$ cat src/rtl/excl_mon_pkg.sv
package excl_mon_pkg;

    // Response code values on the response outputs
    typedef enum logic [1:0] {
        RSP_OKAY   = 2'b00,
        RSP_EXOKAY = 2'b01,
        RSP_SLVERR = 2'b10,
        RSP_DECERR = 2'b11
    } rsp_e;

    localparam int SIZE_W         = 3;
    localparam int LEN_W          = 8;
    localparam int BYTES_W        = 16;
    localparam int MAX_EXCL_BYTES = 128;

    // Shape of a burst: beat size code and beat count minus one
    typedef struct packed {
        logic [SIZE_W-1:0] size;
        logic [LEN_W-1:0]  len;
    } shape_t;

    // Total bytes moved by a burst
    function automatic logic [BYTES_W-1:0] burst_bytes(input shape_t s);
        logic [BYTES_W-1:0] beats;
        beats = BYTES_W'(s.len) + BYTES_W'(1);
        return beats << s.size;
    endfunction

    function automatic logic is_pow2(input logic [BYTES_W-1:0] v);
        return (v != '0) && ((v & (v - BYTES_W'(1))) == '0);
    endfunction

    // Exclusive legality: power-of-two total, at most 128 bytes, aligned start
    function automatic logic excl_legal(input logic [7:0] addr_lo, input shape_t s);
        logic [BYTES_W-1:0] n;
        n = burst_bytes(s);
        return is_pow2(n) && (n <= BYTES_W'(MAX_EXCL_BYTES))
               && ((BYTES_W'(addr_lo) & (n - BYTES_W'(1))) == '0);
    endfunction

endpackage

$ cat src/rtl/excl_alloc.sv
module excl_alloc #(
    parameter int NUM = 4
) (
    input  logic [NUM-1:0] free_vec,
    output logic [NUM-1:0] pick,
    output logic           any_free
);
    // Lowest-index free slot wins
    always_comb begin
        pick = '0;
        for (int i = NUM - 1; i >= 0; i--) begin
            if (free_vec[i]) begin
                pick = '0;
                pick[i] = 1'b1;
            end
        end
    end

    assign any_free = |free_vec;

endmodule

$ cat src/rtl/excl_entry.sv
module excl_entry
    import excl_mon_pkg::*;
#(
    parameter int ID_W   = 4,
    parameter int ADDR_W = 32
) (
    input  logic              clk,
    input  logic              rst,
    input  logic              set,
    input  logic              clr,
    input  logic [ID_W-1:0]   new_id,
    input  logic [ADDR_W-1:0] new_addr,
    input  shape_t            new_shape,
    input  logic [ID_W-1:0]   rd_id,
    input  logic [ID_W-1:0]   wr_id,
    input  logic [ADDR_W-1:0] wr_addr,
    input  logic [ADDR_W:0]   wr_end,
    input  shape_t            wr_shape,
    output logic              vld,
    output logic              rd_own,
    output logic              wr_own,
    output logic              wr_exact,
    output logic              wr_foreign_hit
);
    localparam int EXT_W = ADDR_W + 1;

    logic              vld_q;
    logic [ID_W-1:0]   id_q;
    logic [ADDR_W-1:0] addr_q;
    shape_t            shape_q;
    logic [EXT_W-1:0]  end_q;

    // A set in the same cycle as a clear wins: the read is ordered after the write
    always_ff @(posedge clk) begin
        if (rst) begin
            vld_q   <= 1'b0;
            id_q    <= '0;
            addr_q  <= '0;
            shape_q <= '0;
            end_q   <= '0;
        end else if (set) begin
            vld_q   <= 1'b1;
            id_q    <= new_id;
            addr_q  <= new_addr;
            shape_q <= new_shape;
            end_q   <= {1'b0, new_addr} + EXT_W'(burst_bytes(new_shape));
        end else if (clr) begin
            vld_q   <= 1'b0;
        end
    end

    logic range_hit;
    assign range_hit = ({1'b0, addr_q} < wr_end) && ({1'b0, wr_addr} < end_q);

    assign vld            = vld_q;
    assign rd_own         = vld_q && (id_q == rd_id);
    assign wr_own         = vld_q && (id_q == wr_id);
    assign wr_exact       = wr_own && (addr_q == wr_addr) && (shape_q == wr_shape);
    assign wr_foreign_hit = vld_q && (id_q != wr_id) && range_hit;

endmodule

$ cat src/rtl/excl_monitor.sv
module excl_monitor
    import excl_mon_pkg::*;
#(
    parameter int ID_W        = 4,
    parameter int ADDR_W      = 32,
    parameter int NUM_ENTRIES = 4
) (
    input  logic              clk,
    input  logic              rst,
    input  logic              rd_evt,
    input  logic [ID_W-1:0]   rd_id,
    input  logic [ADDR_W-1:0] rd_addr,
    input  logic [2:0]        rd_size,
    input  logic [7:0]        rd_len,
    input  logic              rd_excl,
    input  logic              wr_evt,
    input  logic [ID_W-1:0]   wr_id,
    input  logic [ADDR_W-1:0] wr_addr,
    input  logic [2:0]        wr_size,
    input  logic [7:0]        wr_len,
    input  logic              wr_excl,
    output logic              rd_rsp_vld,
    output logic [1:0]        rd_rsp,
    output logic              wr_rsp_vld,
    output logic [1:0]        wr_rsp,
    output logic              wr_mem_en
);
    localparam int EXT_W = ADDR_W + 1;

    shape_t rd_shape, wr_shape;
    assign rd_shape = '{size: rd_size, len: rd_len};
    assign wr_shape = '{size: wr_size, len: wr_len};

    logic [EXT_W-1:0] wr_end;
    assign wr_end = {1'b0, wr_addr} + EXT_W'(burst_bytes(wr_shape));

    logic rd_ok, wr_ok;
    assign rd_ok = excl_legal(rd_addr[7:0], rd_shape);
    assign wr_ok = excl_legal(wr_addr[7:0], wr_shape);

    logic [NUM_ENTRIES-1:0] ent_vld, ent_rd_own, ent_wr_own, ent_exact, ent_foreign;
    logic [NUM_ENTRIES-1:0] ent_set, ent_clr, vld_after, rd_hit, pick;
    logic                   any_free;

    genvar g;
    generate
        for (g = 0; g < NUM_ENTRIES; g++) begin : g_slot
            excl_entry #(
                .ID_W   (ID_W),
                .ADDR_W (ADDR_W)
            ) u_slot (
                .clk            (clk),
                .rst            (rst),
                .set            (ent_set[g]),
                .clr            (ent_clr[g]),
                .new_id         (rd_id),
                .new_addr       (rd_addr),
                .new_shape      (rd_shape),
                .rd_id          (rd_id),
                .wr_id          (wr_id),
                .wr_addr        (wr_addr),
                .wr_end         (wr_end),
                .wr_shape       (wr_shape),
                .vld            (ent_vld[g]),
                .rd_own         (ent_rd_own[g]),
                .wr_own         (ent_wr_own[g]),
                .wr_exact       (ent_exact[g]),
                .wr_foreign_hit (ent_foreign[g])
            );
        end
    endgenerate

    // Write side: pass decision and memory update
    logic wr_pass, mem_upd;
    assign wr_pass = wr_evt && wr_excl && wr_ok && (|ent_exact);
    assign mem_upd = wr_evt && (!wr_excl || wr_pass);

    // Slot removal: own slot on any exclusive write, foreign overlap on a real update
    always_comb begin
        for (int i = 0; i < NUM_ENTRIES; i++) begin
            ent_clr[i] = wr_evt && ((wr_excl && ent_wr_own[i]) || (mem_upd && ent_foreign[i]));
        end
    end

    assign vld_after = ent_vld & ~ent_clr;
    assign rd_hit    = ent_rd_own & ~ent_clr;

    excl_alloc #(
        .NUM (NUM_ENTRIES)
    ) u_alloc (
        .free_vec (~vld_after),
        .pick     (pick),
        .any_free (any_free)
    );

    // Read side: reuse own slot first, else the lowest free slot
    logic rd_want, rd_grant;
    assign rd_want  = rd_evt && rd_excl && rd_ok;
    assign rd_grant = rd_want && ((|rd_hit) || any_free);

    always_comb begin
        ent_set = '0;
        if (rd_want) begin
            ent_set = (|rd_hit) ? rd_hit : pick;
        end
    end

    // Registered responses, one cycle after each event
    always_ff @(posedge clk) begin
        if (rst) begin
            rd_rsp_vld <= 1'b0;
            rd_rsp     <= RSP_OKAY;
            wr_rsp_vld <= 1'b0;
            wr_rsp     <= RSP_OKAY;
            wr_mem_en  <= 1'b0;
        end else begin
            rd_rsp_vld <= rd_evt;
            rd_rsp     <= rd_grant ? RSP_EXOKAY : RSP_OKAY;
            wr_rsp_vld <= wr_evt;
            wr_rsp     <= wr_pass ? RSP_EXOKAY : RSP_OKAY;
            wr_mem_en  <= mem_upd;
        end
    end

endmodule

$ cat config.mk
export PLATFORM = sky130hd
export DESIGN_NAME = excl_monitor
export DESIGN_NICKNAME = d
export VERILOG_FILES = /design/src/rtl/excl_mon_pkg.sv /design/src/rtl/excl_alloc.sv /design/src/rtl/excl_entry.sv /design/src/rtl/excl_monitor.sv
export SDC_FILE = /design/constraint.sdc
export NUM_CORES = 1
export LEC_CHECK = 0
export BUFFER_PORTS_ARGS = -buffer_cell sky130_fd_sc_hd__buf_2
export CORE_UTILIZATION = 30
export DETAILED_ROUTE_END_ITERATION = 7
export MAX_ROUTING_LAYER = met4
export PLACE_DENSITY = 0.5
export SLEW_MARGIN = 20
export SYNTH_ARGS = -nofsm -noshare
export SYNTH_HDL_FRONTEND = slang
export SYNTH_SLANG_ARGS = --single-unit
$ cat constraint.sdc
create_clock -name clk -period 13.47 [get_ports clk]
set_input_delay 2.0205 -clock clk [delete_from_list [all_inputs] [get_ports clk]]
set_output_delay 2.0205 -clock clk [all_outputs]
set_load 0.005 [all_outputs]
=== Word level (Yosys, flattened, before mapping) ===
Index checks and enable logic that the tools add are counted.

* Bits in registers: 331
* Output and inout bits: 7
* Logic and storage cells: 164

* Add/subtract/negate cells: 6
* Order comparisons: 10
* Equal/unequal tests: 20
* Shifts and indexed selects: 2
* Mux-type cells: 16
* Bitwise operators: 8
* Reduce and logical (&&, ||, !) cells: 73

{| class="wikitable"
|+ Operators by type and width
! operator !! number
|-
| 32-bit by 33-bit < comparator with 1-bit output || 8
|-
| 32-bit == test || 4
|-
| 32-bit by 16-bit adder with 33-bit output || 2
|-
| 16-bit logical NOT || 4
|-
| 1-bit logical AND || 53
|-
| 11-bit == test || 4
|-
| 16-bit AND || 2
|-
| 8-bit by 16-bit AND with 16-bit output || 2
|-
| 4-bit == test || 8
|-
| 16-bit by 8-bit less-or-equal comparator with 1-bit output, second input constant || 2
|-
| 16-bit nonzero test || 2
|-
| 16-bit by 1-bit subtractor with 16-bit output, second input constant || 2
|-
| 4-bit two-way mux || 6
|-
| 8-bit by 1-bit adder with 9-bit output, second input constant || 2
|-
| 4-bit != test || 4
|-
| 16-bit by 3-bit << shifter with 16-bit output || 1
|-
| 9-bit by 3-bit << shifter with 16-bit output || 1
|-
| 4-bit OR reduction || 3
|-
| 1-bit two-way mux || 10
|-
| 4-bit AND || 2
|-
| 4-bit NOT || 2
|-
| 2-bit nonzero test || 4
|-
| 1-bit logical OR || 6
|-
| 1-bit logical NOT || 1
|}

=== Logic depth before layout (Yosys ltp) ===
Gate-level depths: netlist of the first run.

* Depth in word-level cells: 25
* Mapped depth: 36

=== Modules after synthesis ===
Synthesis of the first run repeated with hierarchy kept, for this count alone.

* Cell total of the unflattened synthesis: 3914
* Area total of the unflattened synthesis: 30897.1 um2

{| class="wikitable"
|+ By module, submodules not included
! module !! times used !! cells an instance !! area an instance (um2)
|-
| excl_entry (g_slot[0].u_slot ...) || 3 || 850 || 6819.0
|-
| excl_entry (g_slot[1].u_slot) || 1 || 846 || 6791.5
|-
| excl_monitor || 1 || 513 || 3608.5
|-
| excl_alloc || 1 || 5 || 40.0
|}

=== Least setup slack after synthesis of the first run ===
Ideal clock, no wire load.

* Path type: input-to-reg
* From: in wr_size[2]
* To: reg g_slot[0].u_slot.end_q[14]
* Data arrival time: 8.472 ns
* Data required time: 13.336 ns
* Path slack: 4.864 ns
* Stages on the path: 34
* Buffers on the path: 4
* Cell sequence: clkbuf_1 -> clkbuf_1 -> nor2_1 -> inv_1 -> or3_1 -> inv_1 -> ha_1 -> fa_1 -> a211oi_1 -> o21bai_1 -> a211o_1 -> a211oi_1 -> o21bai_1 -> a21oi_1 -> nor2b_1 -> o21a_1 -> o21ai_0 -> nand2b_1 -> a21oi_1 -> xor2_1 -> ha_1 -> a21oi_1 -> o21ai_0 -> a221o_1 -> a31o_2 -> maj3_1 -> o211ai_1 -> a31oi_1 -> a21o_1 -> a2111oi_4 -> o21ai_1 -> buf_2 -> buf_6 -> mux2i_1

* Cells in the longest elaborated chain, start to end: 22
* Elaborated cells between the ends (all ways): 59

{| class="wikitable"
|+ Ends and longest elaborated chain
! item !! RTL line !! text
|-
| start: declaration || excl_monitor.sv:19 || <nowiki>input logic [2:0] wr_size,</nowiki>
|-
| parallel branches: the longest is 14 deep, another holds 32-bit by 16-bit adder with 33-bit output || -- ||
|-
| 4-bit NOT * || excl_monitor.sv:85, excl_monitor.sv:86 ||
|-
| 4-bit AND || excl_monitor.sv:85 || <nowiki>assign vld_after = ent_vld & ~ent_clr;</nowiki>
|-
| 4-bit NOT || excl_monitor.sv:91 || <nowiki>.free_vec (~vld_after),</nowiki>
|-
| 4-bit two-way mux (3 in a row) || excl_alloc.sv:12 || <nowiki>if (free_vec[i]) begin</nowiki>
|-
| 4-bit two-way mux * || excl_monitor.sv:104 || <nowiki>ent_set = (|rd_hit) ? rd_hit : pick;</nowiki>
|-
| 4-bit two-way mux * || excl_monitor.sv:103 || <nowiki>if (rd_want) begin</nowiki>
|-
| end signal: assignment || excl_entry.sv:46 || <nowiki>end_q <= {1'b0, new_addr} + EXT_W'(burst_bytes(new_shape));</nowiki>
|-
| end: declaration || excl_entry.sv:31 || <nowiki>logic [EXT_W-1:0] end_q;</nowiki>
|}

Mark *: on every way between the ends.
A chain may end at the register's enable or synchronous reset.

=== Worst setup path in the final report of the first run ===
* From: in wr_len[0]
* To: reg g_slot[3].u_slot.end_q[26]

* Cells in the longest elaborated chain, start to end: 24
* Elaborated cells between the ends (all ways): 61

{| class="wikitable"
|+ Ends and longest elaborated chain
! item !! RTL line !! text
|-
| start: declaration || excl_monitor.sv:20 || <nowiki>input logic [7:0] wr_len,</nowiki>
|-
| parallel branches: the longest is 15 deep, another holds 32-bit by 16-bit adder with 33-bit output || -- ||
|-
| 4-bit NOT * || excl_monitor.sv:85, excl_monitor.sv:86 ||
|-
| 4-bit AND || excl_monitor.sv:85 ||
|-
| 4-bit NOT || excl_monitor.sv:91 ||
|-
| 4-bit two-way mux (4 in a row) || excl_alloc.sv:12 ||
|-
| 4-bit two-way mux * || excl_monitor.sv:104 ||
|-
| 4-bit two-way mux * || excl_monitor.sv:103 ||
|-
| end signal: assignment || excl_entry.sv:46 ||
|-
| end: declaration || excl_entry.sv:31 ||
|}

Marked as above.

==> results of run 1 <==
[tightest hold or removal path, cell delays in order, from the launching register on]
cell and delay [ns]:
dfxtp_1 0.31, inv_1 0.05, a211oi_1 0.06
[metal layers]
layer  global-route usage  up-vias
met5                    -        -
met4               0.0915        0
met3               0.0257      161
met2                0.367      575
met1                0.303    10800
li1                     -    10700
[state kept, by name, indices dropped and copies added (netlist names)]
name / cells
g_slot.u_slot.vld: 4
rd_rsp: 1
g_slot.u_slot.addr_q: 128
wr_mem_en: 1
g_slot.u_slot.id_q: 16
g_slot.u_slot.end_q: 132
rd_rsp_vld: 1
g_slot.u_slot.shape_q: 44
wr_rsp_vld: 1
wr_rsp: 1
[layout by cell type (no fill, tap or decap), types with 24 or more instances in the layout]
| cell | n |
|---|---|
| nand2_1 | 78 |
| clkbuf_16 | 44 |
| o21ai_0 | 82 |
| nor4_1 | 43 |
| o211ai_1 | 69 |
| xor2_1 | 24 |
| a21o_1 | 65 |
| ha_1 | 284 |
| nand4_1 | 128 |
| inv_1 | 171 |
| xnor2_1 | 233 |
| nand2b_1 | 336 |
| nor2_1 | 100 |
| buf_4 | 25 |
| dfxtp_1 | 329 |
| a211oi_1 | 30 |
| nand3_1 | 96 |
| buf_2 | 103 |
| nor3_1 | 30 |
| mux2i_1 | 253 |
| a21oi_1 | 174 |
[cell type report]
class                      count  area [um2]
timing repair buffer         131         766
multi-input combinational   2318       17800
fill                        8980       56400
inverter                     172         646
tap                         1144        1430
antenna                        1        2.50
clock buffer                  58        1240
clock inverter                19         248
sequential                   329        6590
[power by group through the flow]
stage / Combinational [mW] / Clock [mW] / Sequential (mW)
6_report: 0.513 / 1.23 / 0.974
5_1_grt: 0.557 / 1.30 / 0.973
4_1_cts: 0.510 / 1.26 / 0.974
3_5_place_dp: 0.508 / 0 / 0.995
3_3_place_gp: 0.514 / 0 / 0.995
2_1_floorplan: 0.324 / 0 / 0.995
[cell families after synthesis]
logic type	after synthesis	synth area share
AOI/OAI and AO/OA	568	0.147
xor gates and xnor gates	258	0.0879
adders and majority gates	293	0.142
buffers and inverters	348	0.0572
DFF	329	0.255
muxes	260	0.102
other	1	0.000145
and+or+nand+nor	937	0.208
[cells in the mapped netlist, drive strengths merged, types with 6 or more instances]
master,count,area (um2)
and3,22,138
nor2b,17,106
clkbuf,125,469
nand3,96,480
a21oi,174,871
a211o,8,70.1
and2,9,56.3
ha,284,3550
mux2,6,67.6
xor2,25,226
buf,51,359
xnor2,233,2040
nand4,128,801
a311oi,6,52.6
o22ai,9,56.3
nand2,78,293
a2111oi,11,159
dfxtp,329,6590
inv,171,642
o31ai,6,45.0
o21ai,90,454
o21a,14,105
a31o,7,61.3
or2,12,75.1
maj3,7,71.3
and4,8,70.1
nand4b,20,175
o211ai,69,518
nor3,31,160
o211a,6,60.1
nor4,45,288
a211oi,30,225
nor2,101,379
nand2b,336,2100
mux2i,253,2530
or3,15,93.8
a21boi,8,63.8
a21o,65,488
a31oi,11,68.8
[worst paths after layout]
check	depth (start not counted)	slack, ns	start	to
max reg2reg	14	7.73	g_slot[3].u_slot.end_q[6]	g_slot[3].u_slot.end_q[26]
min	2	0.47	g_slot[0].u_slot.end_q[0]	g_slot[0].u_slot.end_q[0]
max	32	3.14	wr_len[0]	g_slot[3].u_slot.end_q[26]
min reg2reg	2	0.47	g_slot[0].u_slot.end_q[0]	g_slot[0].u_slot.end_q[0]
==> impl_metrics.py, run 1 <==
metrics = {
    "pwr": {
        "ir_drop_uv": 74.9,
        "power_density_mw_per_mm2": 94.7,
        "p_switching_uw": 826,
        "internal-power_mw": 1.89,
        "seqPwrFrac": 0.358,
        "power.share.switching": 0.304,
        "clockPowerShare": 0.453,
        "total_power_mw": 2.72,
        "leakagePower_nw": 12.0,
        "p_comb_frac": 0.189,
    },
    "final_layout": {
        "drive_gt1_frac": 0.0836,
        "nets": 3381,
        "fin_util": 0.337,
        "area_growth_syn_to_layout_pct": 11.4,
        "stdcell_count": 4172,
        "final_area_mm2": 0.0287,
    },
    "timing": {
        "max_slew_margin": 0.240,
        "max_freq_mhz": 96.8,
        "hold_ws_ns": 0.466,
        "finalSetupTns_ns": 0,
        "setup_viol": 0,
        "fin_skew_ns": 0.0263,
        "finalCritPeriodShare": 0.767,
        "rsz0062_at_grt": "no",
        "maxSlewViolCount": 0,
        "min_period_ns": 10.33,
        "setup_slack_ns": 3.14,
        "hold_viol_final": 0,
        "max_slew.worst_pin.slew_ns": 1.14,
    },
    "die": {
        "chipHeight_um": 295,
        "die_x_um": 295,
        "die_area_mm2": 0.0871,
        "core_area_mm2": 0.0851,
        "ios": 107,
        "num_rows": 107,
        "start_util": 0.303,
    },
    "logic_synthesis": {
        "syn_area_per_cell_um2": 8.61,
        "synth_ff_type": "dfxtp_1",
        "synth_seq_area_share": 0.255,
        "synthArstFlopShare": 0,
        "ys_types": 91,
        "synth.cell_area_mm2": 0.0258,
        "synth_warnings": 0,
        "synth_edf_count": 0,
        "syn_inst": 2994,
        "synth_seq_cells": 329,
    },
    "grt": {
        "track_usage": 0.232,
        "grt_overflow": 0,
        "grt_pass1_wl_um": 146000,
        "grt_pass1_vias": 21400,
        "grt_max_degree": 120,
        "antenna_found_initial": 3,
    },
    "detailed_routing": {
        "drtPass1Iterations": 6,
        "drt-initial-drc-count": 1933,
        "vias_per_cell": 5.34,
        "met1Wirelength_um": 45400,
        "antenna_left": 0,
        "top_layer": "met4",
        "wirelength_um": 99500,
        "met2_length_um": 45300,
        "route.met3.wl_um": 4570,
        "avgRoutedWirePerCell_um": 23.9,
        "drt_drc_violations_left": 0,
        "vias": 22300,
    },
    "placement": {
        "place_ws_ns": 2.62,
        "place_hpwl_um": 77100,
        "routabilityCongestion": 1.01,
        "place_area_mm2": 0.0272,
        "io_buffers": 104,
        "dpl.cell_count": 4093,
    },
    "critical_path": {
        "path_common_cell": "a211oi_1",
        "worstPathArrival_ns": 10.84,
        "cpMaxStageDelayCell": "buf_4",
        "startpoint_type": "input pin",
        "crit_path_end_kind": "flop",
        "crit_type": "input pin to flop",
        "crit_fanout": 36,
        "cp.buffers_inverters": 3,
        "crit_required_ns": 13.98,
        "critical_path.max_stage_delay_ns": 0.60,
        "path_delay_family": "compound AO/OA/AOI/OAI gates",
    },
    "min_path": {
        "hold_class": "flop to flop",
    },
    "clock_tree": {
        "post_cts_resized": 0,
        "root_buffer": "clkbuf_16",
        "clk_pin_slew_ns": 0.07,
        "numCtsBuffers": 43,
        "cts_tree": "done",
        "htreeDepth": 2,
        "clk_latency_ns": 0.59,
        "cts_max_path_buffers": 3,
        "cts_sinks": 329,
        "hold_buffers": 0,
        "post_cts_buffers": 0,
    },
    "job": {
        "max_cap_viol_count": 0,
    },
    "run_status": {
        "outcome": "completed",
    },
}
(Power assumes the default switching activity.)
==> run 2, diff against run 1 <==
--- a/config.mk
+++ b/config.mk
@@ -5,11 +5,12 @@
 export SDC_FILE = /design/constraint.sdc
 export NUM_CORES = 1
 export LEC_CHECK = 0
+export ABC_AREA = 1
 export BUFFER_PORTS_ARGS = -buffer_cell sky130_fd_sc_hd__buf_2
 export CORE_UTILIZATION = 30
 export DETAILED_ROUTE_END_ITERATION = 7
 export MAX_ROUTING_LAYER = met4
-export PLACE_DENSITY = 0.5
+export PLACE_DENSITY = 0.51
 export SLEW_MARGIN = 20
 export SYNTH_ARGS = -nofsm -noshare
 export SYNTH_HDL_FRONTEND = slang
==> constraint.sdc (replaced) <==
create_clock -name clk -period 8.4 [get_ports clk]
set_input_delay 1.26 -clock clk [delete_from_list [all_inputs] [get_ports clk]]
set_output_delay 1.26 -clock clk [all_outputs]
set_load 0.005 [all_outputs]
==> run 2 against run 1 <==
Against the previous run: clock skew is 0.011 ns higher; core utilization is 0.082 points higher; cell count is 32% higher; combinational power is 53% higher; highest routed layer unchanged; global-route usage is 1.9 points higher; synthesized area is 0.30% higher; synthesized cell count is 43% higher; sequential power is 60% higher; routed wire length is 7.9% higher.
==> impl_metrics.py, run 2 <==
metrics = {
    "grt": {
        "grt_pass1_vias": 24400,
        "grt_max_degree": 169,
        "grt_pass1_wl_um": 158000,
        "grt_overflow": 0,
        "track_usage": 0.252,
        "antenna_found_initial": 7,
    },
    "timing": {
        "hold_viol_final": 0,
        "max_slew.worst_pin.slew_ns": 1.01,
        "rsz0062_at_grt": "no",
        "fin_skew_ns": 0.0369,
        "setup_slack_ns": 0.992,
        "maxSlewViolCount": 0,
        "min_period_ns": 7.41,
        "max_freq_mhz": 135,
        "setup_viol": 0,
        "hold_ws_ns": 0.481,
        "max_slew_margin": 0.321,
        "finalSetupTns_ns": 0,
        "finalCritPeriodShare": 0.882,
    },
    "logic_synthesis": {
        "netlist_top_cells_count": "1414 x nand2_1, 862 x nor2_1, 502 x inv_1",
        "synth_seq_cells": 329,
        "synth_edf_count": 0,
        "synthArstFlopShare": 0,
        "synth_ff_type": "dfxtp_1",
        "syn_inst": 4277,
        "ys_types": 58,
        "synth.cell_area_mm2": 0.0259,
        "synth_top_cell_by_area": "dfxtp_1",
        "syn_area_per_cell_um2": 6.05,
        "synth_most_common_cell": "nand2_1",
        "synth.area.top_cells": "dfxtp_1 25%, nand2_1 21%, ha_1 14%",
        "synth_top_cell_area_share": 0.255,
        "synth_seq_area_share": 0.255,
        "synth_warnings": 0,
    },
    "detailed_routing": {
        "drtPass1Iterations": 6,
        "avgRoutedWirePerCell_um": 19.6,
        "antenna_left": 0,
        "vias_per_cell": 4.79,
        "drt_drc_violations_left": 0,
        "vias": 26300,
        "wirelength_um": 107000,
        "drt-initial-drc-count": 2161,
    },
    "placement": {
        "place_ws_ns": 0.512,
        "dpl.cell_count": 5408,
        "io_buffers": 104,
        "place_hpwl_um": 83600,
        "routabilityCongestion": 1.09,
    },
    "critical_path": {
        "worst-r2r-cell-count": 28,
        "startpoint_type": "input pin",
        "worstPathArrival_ns": 7.95,
        "crit_required_ns": 8.94,
        "crit_fanout": 25,
        "crit_path_end_kind": "flop",
        "cpMaxStageDelayCell": "xnor2_1",
        "path_common_cell": "nand2_1",
        "critical_path.max_stage_delay_ns": 0.46,
        "crit_type": "input pin to flop",
    },
    "clock_tree": {
        "root_buffer": "clkbuf_16",
        "post_cts_buffers": 0,
        "cts_max_path_buffers": 3,
        "clk_pin_slew_ns": 0.06,
        "htreeDepth": 2,
        "numCtsBuffers": 44,
        "post_cts_resized": 0,
        "cts_sinks": 329,
        "clk_latency_ns": 0.62,
        "cts_tree": "done",
        "hold_buffers": 0,
    },
    "final_layout": {
        "stdcell_count": 5493,
        "drive_gt1_frac": 0.0635,
        "regMostFlops": "g_slot.u_slot.end_q",
        "area_growth_syn_to_layout_pct": 11.5,
        "layout_common_cells": "1412 x nand2_1, 862 x nor2_1, 502 x inv_1",
        "fin_util": 0.338,
        "nets": 4696,
        "largest_reg_flops": 132,
        "layout_commonest_cell": "nand2_1",
        "largestRegisters": "g_slot.u_slot.end_q x132, g_slot.u_slot.addr_q x128, g_slot.u_slot.shape_q x44",
    },
    "die": {
        "start_util": 0.303,
        "num_rows": 107,
        "die_area_mm2": 0.0874,
        "core_area_mm2": 0.0853,
        "ios": 107,
        "die_x_um": 296,
        "chipHeight_um": 296,
    },
    "min_path": {
        "holdPathStages": 2,
        "hold_class": "flop to flop",
    },
    "run_status": {
        "outcome": "completed",
    },
    "pwr": {
        "power_density_mw_per_mm2": 148,
        "ir_drop_uv": 131,
        "leakagePower_nw": 15.4,
    },
    "job": {
        "max_cap_viol_count": 0,
    },
}
==> run 2: through the flow <==
step | power [mW] | cell area (um2)
4_1_cts | 4.29 | 28800
6_report | 4.26 | 28800
5_1_grt | 4.44 | 28800
3_5_place_dp | 2.37 | 27400
3_3_place_gp | 2.38 | 27400
2_1_floorplan | 2.06 | 25900
==> run 2: layout make-up <==
cell class / instances / area (um2)
repair buffers: 136 / 873
fillers: 9559 / 56400
diodes: 5 / 12.5
clock inverters: 10 / 136
well taps: 1144 / 1430
flip-flops and latches: 329 / 6590
clock buffers: 70 / 1300
multi-input cells: 3263 / 16500
inverters: 536 / 2020
==> run 2: critical path, delay by kind of cell <==
family | cells | cell delay (ns)
adders and majority gates | 3 | 0.96
AOI/OAI and AO/OA | 7 | 1.54
buffers and inverters | 4 | 0.79
xor gates and xnor gates | 1 | 0.46
and+or+nand+nor | 29 | 2.90
==> run 2: path summary, 6_finish.rpt <==
kind	from	end	slack, ns
max	wr_len[1]	g_slot[1].u_slot.shape_q[0]	0.99
min reg2reg	g_slot[2].u_slot.end_q[6]	g_slot[2].u_slot.end_q[6]	0.48
max reg2reg	g_slot[3].u_slot.id_q[0]	g_slot[1].u_slot.shape_q[0]	3.45
min	g_slot[2].u_slot.end_q[6]	g_slot[2].u_slot.end_q[6]	0.48
==> run 2: cells by family (layout without fill, tap and decap cells) <==
group / Yosys count / after routing / synth area share
multiplexers: 1 / 1 / 0.000387
adder cells (fa/ha/maj): 286 / 286 / 0.139
other: 1 / 7 / 0.000145
AO/OA/AOI/OAI: 347 / 347 / 0.0745
flip-flops: 329 / 329 / 0.255
buffers and inverters: 686 / 752 / 0.109
XOR/XNOR: 78 / 78 / 0.0267
AND/OR/NAND/NOR: 2549 / 2549 / 0.395
==> run 2: routing by layer <==
layer	vias up	wire [um]	GRT usage
li1	13400	-	-
met1	12100	49400	0.334
met2	721	47500	0.392
met3	152	6340	0.0287
met4	0	4120	0.0907
met5	-	0	-
==> run 2: report_power, final <==
part | switching (mW) | total, mW | internal, mW
clock network | 0.811 | 1.91 | 1.10
logic | 0.565 | 0.786 | 0.221
registers | 0.000270 | 1.56 | 1.56
total | 1.38 | 4.26 | 2.88
==> run 3, diff against run 2 <==
--- a/config.mk
+++ b/config.mk
@@ -10,7 +10,6 @@
 export CORE_UTILIZATION = 30
 export DETAILED_ROUTE_END_ITERATION = 7
 export MAX_ROUTING_LAYER = met4
-export PLACE_DENSITY = 0.51
 export SLEW_MARGIN = 20
 export SYNTH_ARGS = -nofsm -noshare
 export SYNTH_HDL_FRONTEND = slang
==> run 3 against run 2 <==
Against the previous run: hold slack is essentially flat; clock power shrank 3%; worst setup slack gained 0.28 ns; routed wire length shrank 5.2%; fmax grew 4.0%; combinational power shrank 2%; critical path type unchanged; power shrank 1.5%; non-clock buffer count is the same.
==> impl_metrics.py, run 3 (synthesized netlist as in run 2, its figures left out) <==
metrics = {
    "placement": {
        "io_buffers": 104,
        "routabilityCongestion": 1.04,
        "place_ws_ns": 0.800,
        "place_hpwl_um": 79800,
        "place_area_mm2": 0.0274,
    },
    "detailed_routing": {
        "vias": 26500,
        "wirelength_um": 102000,
        "drtPass1Iterations": 6,
        "drt_drc_violations_left": 0,
        "avgRoutedWirePerCell_um": 18.6,
        "antenna_left": 0,
        "drt-initial-drc-count": 2354,
        "vias_per_cell": 4.83,
    },
    "final_layout": {
        "multi_input_area_mm2": 0.0165,
        "area_growth_syn_to_layout_pct": 11.4,
        "largest_reg_flops": 132,
        "layout_commonest_cell": "nand2_1",
        "layout_common_cells": "1412 x nand2_1, 862 x nor2_1, 502 x inv_1",
        "largestRegisters": "g_slot.u_slot.end_q x132, g_slot.u_slot.addr_q x128, g_slot.u_slot.shape_q x44",
        "register_area_mm2": 0.00659,
        "regMostFlops": "g_slot.u_slot.end_q",
        "drive_gt1_frac": 0.0623,
        "fill_cells": 9476,
        "nets": 4694,
        "final_area_mm2": 0.0288,
    },
    "timing": {
        "finalCritPeriodShare": 0.848,
        "maxSlewViolCount": 0,
        "setup_slack_ns": 1.28,
        "finalSetupTns_ns": 0,
        "fin_skew_ns": 0.0260,
        "rsz0062_at_grt": "no",
        "min_period_ns": 7.12,
        "max_slew_margin": 0.299,
        "max_freq_mhz": 140,
        "max_slew.worst_pin.slew_ns": 1.05,
        "setup_viol": 0,
        "hold_viol_final": 0,
    },
    "grt": {
        "grt_max_degree": 144,
        "track_usage": 0.239,
        "grt_overflow": 0,
        "antenna_found_initial": 8,
        "grt_pass1_vias": 24300,
        "grt_pass1_wl_um": 152000,
    },
    "run_status": {
        "outcome": "completed",
    },
    "pwr": {
        "p_comb_frac": 0.184,
        "clockPowerShare": 0.443,
        "p_switching_mw": 1.30,
        "power.share.switching": 0.311,
        "total_power_mw": 4.19,
        "internal-power_mw": 2.89,
        "ir_drop_uv": 112,
        "power_density_mw_per_mm2": 146,
        "leakagePower_nw": 15.4,
        "seqPwrFrac": 0.373,
    },
    "clock_tree": {
        "clk_pin_slew_ns": 0.06,
        "hold_buffers": 0,
        "root_buffer": "clkbuf_16",
        "post_cts_resized": 0,
        "post_cts_buffers": 0,
        "htreeDepth": 2,
        "numCtsBuffers": 42,
        "clk_latency_ns": 0.58,
        "cts_sinks": 329,
        "cts_tree": "done",
        "cts_max_path_buffers": 3,
    },
    "die": {
        "num_rows": 107,
        "die_area_mm2": 0.0874,
        "core_area_mm2": 0.0853,
        "die_x_um": 296,
        "ios": 107,
        "chipHeight_um": 296,
        "start_util": 0.303,
    },
    "critical_path": {
        "worstPathArrival_ns": 7.60,
        "cp.buffers_inverters": 3,
        "crit_path_end_kind": "flop",
        "critical_path.max_stage_delay_ns": 0.43,
        "startpoint_type": "input pin",
        "path_common_cell": "nand2_1",
        "path_delay_family": "simple AND/OR/NAND/NOR gates",
        "cpMaxStageDelayCell": "xor2_1",
        "crit_fanout": 25,
        "crit_required_ns": 8.87,
        "crit_type": "input pin to flop",
    },
    "min_path": {
        "hold_class": "flop to flop",
    },
    "job": {
        "max_cap_viol_count": 0,
    },
}
[run 3: area by class of cell]
class | count | share of cell area
well taps | 1144 | 0.0497
clock buffers | 67 | 0.0436
multi-input cells | 3263 | 0.572
clock inverters | 6 | 0.00378
flip-flops and latches | 329 | 0.229
repair buffers | 136 | 0.0312
inverters | 536 | 0.0702
diodes | 5 | 0.000434
[run 3: per-layer routing]
| layer | share of wire | vias to the layer above | track usage |
|---|---|---|---|
| met2 | 0.44 | 960 | 0.370 |
| met1 | 0.43 | 12000 | 0.307 |
| met3 | 0.078 | 194 | 0.0313 |
| met4 | 0.051 | 0 | 0.112 |
| li1 | - | 13400 | - |
| met5 | 0 | - | - |
[run 3: path summary, 6_finish.rpt]
path,startpoint,endpoint,slack (ns),depth (start not counted)
max,wr_len[0],g_slot[1].u_slot.shape_q[5],1.28,41
min,g_slot[2].u_slot.end_q[22],g_slot[2].u_slot.end_q[22],0.48,2
max reg2reg,g_slot[3].u_slot.addr_q[23],g_slot[1].u_slot.shape_q[5],3.72,28
min reg2reg,g_slot[2].u_slot.end_q[22],g_slot[2].u_slot.end_q[22],0.48,2
[run 3: worst min-delay path, stage by stage (launching register included)]
cell,delay (ns)
dfxtp_1,0.32
nor2_1,0.04
nor2_1,0.08
[run 3: metrics by stage]
step	utilization	cells	hold WS, ns
after detailed placement	0.322	5408	0.472
after floorplan	-	4278	0.452
after global placement	0.322	5408	0.463
after CTS	0.338	5481	0.486
after global routing	0.338	5485	0.501
final	0.338	5486	0.480
[run 3: power groups by stage]
stage	combinational, mW	clock [mW]	sequential, mW
2_1_floorplan	0.467	0	1.60
3_3_place_gp	0.759	0	1.60
3_5_place_dp	0.757	0	1.60
4_1_cts	0.763	1.90	1.56
5_1_grt	0.856	1.95	1.56
6_report	0.773	1.86	1.56
